--- src/rtl/dtr_pin_pkg.sv ---
package dtr_pin_pkg;
  localparam int LEVEL_W = 8;
  localparam int DATA_W  = 8;
  localparam int ADDR_W  = 2;

  typedef enum logic [1:0] {
    MODE_LEGACY  = 2'b00,
    MODE_FLOW    = 2'b01,
    MODE_RS485_L = 2'b10,
    MODE_RS485_H = 2'b11
  } pinMode_e;

  typedef enum logic [ADDR_W-1:0] {
    ADDR_CFG  = 2'd0,
    ADDR_UPPER = 2'd1,
    ADDR_LOWER = 2'd2,
    ADDR_NONE = 2'd3
  } regAddr_e;

  typedef struct packed {
    logic clrHyst;
    logic selFlow;
    logic selRs485;
    logic rs485High;
    logic selClk1x;
    logic selClkNx;
    logic legacyLevel;
  } dtrStrobe_t;
endpackage

--- src/rtl/dtr_pin_ctrl_regs.sv ---
module dtr_pin_ctrl_regs
  import dtr_pin_pkg::*;
#(
  parameter int LW = LEVEL_W,
  parameter int DW = DATA_W,
  parameter int AW = ADDR_W
) (
  input  logic          clk,
  input  logic          rstN,
  input  logic          wrEn,
  input  logic [AW-1:0] wrAddr,
  input  logic [DW-1:0] wrData,
  output dtrStrobe_t    strobe,
  output logic [LW-1:0] upThr,
  output logic [LW-1:0] lowThr
);
  localparam logic [LW-1:0] UP_RST  = '1;
  localparam logic [LW-1:0] LOW_RST = '0;

  pinMode_e modeReg;
  logic     ovr1x;
  logic     ovrNx;
  logic     swDtr;
  logic     clrPend;
  logic     cfgWr;

  assign cfgWr = wrEn && (wrAddr == ADDR_CFG);

  always_ff @(posedge clk or negedge rstN) begin
    if (!rstN) begin
      modeReg <= MODE_LEGACY;
      ovr1x   <= 1'b0;
      ovrNx   <= 1'b0;
      swDtr   <= 1'b0;
      upThr   <= UP_RST;
      lowThr  <= LOW_RST;
      clrPend <= 1'b0;
    end else begin
      clrPend <= cfgWr;
      if (wrEn) begin
        unique case (wrAddr)
          ADDR_CFG: begin
            modeReg <= pinMode_e'(wrData[1:0]);
            ovr1x   <= wrData[2];
            ovrNx   <= wrData[3];
            swDtr   <= wrData[4];
          end
          ADDR_UPPER: upThr  <= wrData[LW-1:0];
          ADDR_LOWER: lowThr <= wrData[LW-1:0];
          default: ;
        endcase
      end
    end
  end

  always_comb begin
    strobe             = '0;
    strobe.clrHyst     = clrPend;
    strobe.selFlow     = (modeReg == MODE_FLOW);
    strobe.selRs485    = modeReg[1];
    strobe.rs485High   = (modeReg == MODE_RS485_H);
    strobe.selClk1x    = ovr1x;
    strobe.selClkNx    = ovrNx;
    strobe.legacyLevel = ~swDtr;
  end

  p_cfg_mode_r2: assert property (@(posedge clk) disable iff (!rstN)
    cfgWr |=> (modeReg == pinMode_e'($past(wrData[1:0]))));
  p_unused_addr_r2: assert property (@(posedge clk) disable iff (!rstN)
    (wrEn && wrAddr == ADDR_NONE) |=> ($stable(upThr) && $stable(lowThr) && $stable(modeReg)));
  p_clear_follows_write_r11: assert property (@(posedge clk) disable iff (!rstN)
    cfgWr |=> strobe.clrHyst);
endmodule

--- src/rtl/dtr_pin_datapath.sv ---
module dtr_pin_datapath
  import dtr_pin_pkg::*;
#(
  parameter int LW = LEVEL_W
) (
  input  logic          clk,
  input  logic          rstN,
  input  dtrStrobe_t    strobe,
  input  logic [LW-1:0] upThr,
  input  logic [LW-1:0] lowThr,
  input  logic [LW-1:0] rxLevel,
  input  logic          txEmpty,
  input  logic          serialOut,
  input  logic          txClk1x,
  input  logic          baudClkNx,
  output logic          dtrN
);
  logic flowOff;
  logic flowOffNext;
  logic atUpper;
  logic belowLower;
  logic txIdle;
  logic modeLevel;
  logic pinReg;

  assign atUpper    = (rxLevel >= upThr);
  assign belowLower = (rxLevel < lowThr);
  assign txIdle     = txEmpty && serialOut;

  always_comb begin
    if (!strobe.selFlow)      flowOffNext = 1'b0;
    else if (atUpper)         flowOffNext = 1'b1;
    else if (strobe.clrHyst)  flowOffNext = 1'b0;
    else if (belowLower)      flowOffNext = 1'b0;
    else                      flowOffNext = flowOff;
  end

  always_comb begin
    if (strobe.selFlow)       modeLevel = flowOffNext;
    else if (strobe.selRs485) modeLevel = strobe.rs485High ? ~txIdle : txIdle;
    else                      modeLevel = strobe.legacyLevel;
  end

  always_ff @(posedge clk or negedge rstN) begin
    if (!rstN) begin
      flowOff <= 1'b0;
      pinReg  <= 1'b1;
    end else begin
      flowOff <= flowOffNext;
      pinReg  <= modeLevel;
    end
  end

  always_comb begin
    if (strobe.selClkNx)      dtrN = baudClkNx;
    else if (strobe.selClk1x) dtrN = txClk1x;
    else                      dtrN = pinReg;
  end

  p_flow_set_r4: assert property (@(posedge clk) disable iff (!rstN)
    (strobe.selFlow && atUpper) |=> flowOff);
  p_flow_hold_r5: assert property (@(posedge clk) disable iff (!rstN)
    (strobe.selFlow && !strobe.clrHyst && !atUpper && !belowLower) |=> $stable(flowOff));
  p_rs485_busy_r6: assert property (@(posedge clk) disable iff (!rstN)
    (strobe.selRs485 && !strobe.rs485High && !txIdle) |=> !pinReg);
  p_flow_pin_r4: assert property (@(posedge clk) disable iff (!rstN)
    (!strobe.selClkNx && !strobe.selClk1x && flowOff) |-> dtrN);
endmodule

--- src/rtl/dtr_pin_ctrl.sv ---
module dtr_pin_ctrl
  import dtr_pin_pkg::*;
#(
  parameter int LW = LEVEL_W,
  parameter int DW = DATA_W,
  parameter int AW = ADDR_W
) (
  input  logic          clk,
  input  logic          rstN,
  input  logic          wrEn,
  input  logic [AW-1:0] wrAddr,
  input  logic [DW-1:0] wrData,
  input  logic [LW-1:0] rxLevel,
  input  logic          txEmpty,
  input  logic          serialOut,
  input  logic          txClk1x,
  input  logic          baudClkNx,
  output logic          dtrN
);
  dtrStrobe_t    strobe;
  logic [LW-1:0] upThr;
  logic [LW-1:0] lowThr;

  dtr_pin_ctrl_regs #(.LW(LW), .DW(DW), .AW(AW)) regs_i (
    .clk(clk), .rstN(rstN), .wrEn(wrEn), .wrAddr(wrAddr), .wrData(wrData),
    .strobe(strobe), .upThr(upThr), .lowThr(lowThr)
  );

  dtr_pin_datapath #(.LW(LW)) dp_i (
    .clk(clk), .rstN(rstN), .strobe(strobe), .upThr(upThr), .lowThr(lowThr),
    .rxLevel(rxLevel), .txEmpty(txEmpty), .serialOut(serialOut),
    .txClk1x(txClk1x), .baudClkNx(baudClkNx), .dtrN(dtrN)
  );
endmodule

--- config.mk ---
export PLATFORM = sky130hd
export DESIGN_NAME = dtr_pin_ctrl
export DESIGN_NICKNAME = d
export VERILOG_FILES = /design/src/rtl/dtr_pin_pkg.sv /design/src/rtl/dtr_pin_ctrl_regs.sv /design/src/rtl/dtr_pin_datapath.sv /design/src/rtl/dtr_pin_ctrl.sv
export SDC_FILE = /design/constraint.sdc
export NUM_CORES = 1
export LEC_CHECK = 0
export ABC_AREA = 1
export BUFFER_PORTS_ARGS = -buffer_cell sky130_fd_sc_hd__buf_2
export CAP_MARGIN = 20
export CORE_AREA = 5 5 72 74
export DETAILED_ROUTE_END_ITERATION = 8
export DIE_AREA = 0 0 77 79
export GPL_ROUTABILITY_DRIVEN = 1
export GPL_TIMING_DRIVEN = 0
export PLACE_DENSITY = 0.51
export SLEW_MARGIN = 20
export SYNTH_ARGS = -nofsm -noshare
export SYNTH_HDL_FRONTEND = slang
export SYNTH_HIERARCHICAL = 1
export SYNTH_SLANG_ARGS = --single-unit
--- constraint.sdc ---
create_clock -name clk -period 3.4 [get_ports clk]
set_input_delay 0.17 -clock clk [delete_from_list [all_inputs] [get_ports clk]]
set_output_delay 0.17 -clock clk [all_outputs]
set_load 0.02 [all_outputs]
==> results by group <==
Worst setup path
  – Reg-to-reg endpoint: dp_i/flowOff
  – Arrival time worst endpoint: 1.83 ns
  – FF-to-FF Start: regs_i/upThr[5]
  – Setup slack, reg-to-reg: 1.72 ns
  – Critical Path, Cell by Cell: inv_1 > ha_1 > a21oi_1 > o21a_1 > nand2_1 > nor2_1 > nand2_1 > nand2_1 > inv_1
  – CP Max Fanout: 2
  – FF-to-FF path depth: 9
  – Setup CP Type: flop to flop
  – Worst path most repeated cell: nand2_1
  – Worst Setup Start Kind: flop
  – CP max stage delay: 0.54 ns
  – Worst setup EP type: flop
  – Critical Path RT: 3.56 ns
  – Slowest CP cell: dfstp_2

Placement
  – HPWL after detailed placement: 2560 um
  – GPL Wtd Cong: 0.712
  – Number of port buffers: 25
  – Placed cell count: about 270

Drt
  – Pre-antenna DRT Iters: 5
  – Routed Antenna Nets: 0
  – DR WL/cell: about 12 um
  – Vias per cell: 4.50
  – Post-route DRC: 0
  – Via Count: 1233
  – Final wirelength: 3200 um
  – Initial DRC count: 43

GRT
  – Largest net degree at the start of global routing: 25
  – Total GRT Usage: 11.1%
  – Vias in the first global route: approximately 1200
  – First-pass GRT wire length: between 5000 and 6000 um
  – Initial antenna violation count: 0
  – GRT overflow: 0

Layout
  – Filler cells: 486
  – Area of the multi-input gates: 717 um2
  – Most frequent cells in the layout: 68 x nand2_1, 28 x buf_2, 26 x inv_1, 16 x nand4_1
  – Share of cells above drive strength 1: a little under a quarter
  – ANT cells: 0
  – Register cell area after layout: 612 um2
  – Commonest non-fill, non-tap cell in the layout: nand2_1
  – Nets: 261
  – Fin util: 38.5%
  – Fin cells: 274
  – Area delta synth->final: 17.3%

Logic synthesis
  – Post-Synthesis Cell Area: between 1000 and 1500 um2
  – Number of synthesized register bits: 24
  – Post-synth net total: 230
  – Yosys warnings: 6
  – Xor/xnor cell area share of the yosys netlist: 0.588%
  – Yosys top cell area share: 25.2%
  – Mapped Avg Cell Area: 7.84 um2
  – Cells after Synth: 190
  – Count of cell types in the netlist: 22
  – Leading area contributor after synthesis: dfrtp_1
  – Synth top area cells: dfrtp_1 25%, nand2_1 17%, dfstp_2 16%
  – Sequential-to-total area share from yosys stat: roughly two fifths
  – Simple-gate share of the synthesized area: a little under a third
  – Main combinational cell family by area after synthesis: simple AND/OR/NAND/NOR gates
  – Mux cell area share after synthesis: 0%
  – Post-Synth Adder-Cell Area: 12.6%
  – Compound-Gate Fraction of Synth Area: between 4 and 5%

Clock network
  – TritonCTS clock tree: done
  – Clk sinks: 24
  – Clock tree buffer depth: 2
  – Cts hold-fix bufs: 1
  – Root Driver: clkbuf_8
  – Total CTS buffers: 3
  – Worst-skew pair later-pin latency: 0.26 ns
  – Setup Fix Bufs, Post-CTS: 0
  – Clock Pin Slew Worst Setup and Hold Paths: 0.09 ns
  – Resized cells post-CTS: 0
  – CTS H-tree depth: 1

STA
  – Worst hold slack: 0.156 ns
  – Slew margin rel.: 64.5%
  – Fmax achieved: roughly 600 MHz
  – Setup violators final: 0
  – RSZ-0062 raised after global routing: false
  – Worst Skew: 0.00703 ns
  – Fin crit share: around half
  – Final hold vios: 0
  – Worst Tran Pin Value: approximately 0.53 ns
  – Slew Limit Fails: 0
  – Fin crit period: 1.68 ns
  – Setup TNS after final layout: 0 ns

Floorplan
  – Core area: 4540 um2
  – Die ar.: between 6000 and 7000 um2
  – Ports: 26
  – DIE WIDTH: ~77 um
  – Initial Utilization: 32.9%
  – Die height: 79 um
  – Row Count: 25

Run status
  – Status: finished clean

Pwr
  – Leakage: 0.981 nW
  – Power Density: 441 nW/um2
  – Worst VDD drop: 0.107 mV
  – Pwr Total: 0.771 mW

Min path
  – Min-delay src: wrData[5]
  – Worst Hold Depth: 3
  – Hold EP: regs_i/upThr[5]
  – HP Class: input pin to flop

Flow run
  – Total of max-cap violations: 0
## layout make-up
class                   count  area share, %
plain buffers               8           3.01
flip-flops and latches     24           35.0
repair buffers             26           7.73
well taps                  54           3.87
inverters                  29           6.23
multi-input cells         129           41.0
clock buffers               4           3.15
## routing by layer
metal  track usage [%]  share of wire [%]  vias up
met3              1.81                2.7        2
li1                  -                  -      662
met1              15.0                 47      557
met2              18.0                 50       12
met4              3.61               0.91        0
met5                 0                  0        -
## registers in the layout, indices dropped and copies added, names as in the netlist
signal	flops
dp_i/flowOff	1
regs_i/swDtr	1
regs_i/upThr	8
regs_i/clrPend	1
regs_i/lowThr	8
regs_i/ovr1x	1
regs_i/modeReg	2
regs_i/ovrNx	1
dp_i/pinReg	1
## per-stage QoR
| stage | setup WS, ns | cell area [um2] |
|---|---|---|
| global placement | 1.72 | 1680 |
| detailed placement | 1.73 | 1680 |
| floorplan | 1.95 | 1490 |
| global route | 1.57 | 1750 |
| finish | 1.72 | 1750 |
| CTS | 1.71 | 1750 |
## cells in the mapped netlist, drive strengths merged
library cell and number:
nand2 69, inv 27, nand4 16, dfrtp 15, ha 15, dfstp 9
buf 8, nand3 8, nor2 8, a21oi 5, clkinv 2, o21a 2
o21ai 2, a211o 1, nor3 1, o21bai 1, xor2 1
## cell families (layout without fill, tap and decap cells)
logic type               after synthesis  in the layout
flip-flops                            24             24
AO/OA/AOI/OAI                         11             11
buffers and inverters                 37             67
XOR/XNOR                               1              1
adder cells (fa/ha/maj)               15             15
AND/OR/NAND/NOR                      102            102
## how the worst max path moves through the flow
| stage | startpoint | endpoint | slack (ns) | cells past startpoint |
|---|---|---|---|---|
| final | regs_i/upThr[5] | dp_i/flowOff | 1.72 | 9 |
| after global routing | regs_i/upThr[7] | dp_i/flowOff | 1.57 | 11 |
| after floorplan | regs_i/upThr[7] | dp_i/flowOff | 1.95 | 11 |
| after global placement | regs_i/upThr[5] | dp_i/flowOff | 1.72 | 9 |
| after detailed placement | regs_i/upThr[7] | dp_i/flowOff | 1.73 | 11 |
| after CTS | regs_i/upThr[5] | dp_i/flowOff | 1.71 | 9 |
## critical path, delay by kind of cell (launching register included)
family	cells	cell delay (ns)
buffers and inverters	2	0.09
adders and majority gates	1	0.28
and+or+nand+nor	4	0.36
DFF	1	0.54
AOI/OAI and AO/OA	2	0.31
## power breakdown
| group | switching, mW | internal [mW] |
|---|---|---|
| logic | 0.122 | 0.0905 |
| clock network | 0.0867 | 0.103 |
| registers | 0.0240 | 0.345 |
| total | 0.233 | 0.538 |
Note: power is estimated with default switching activity, not from simulation.
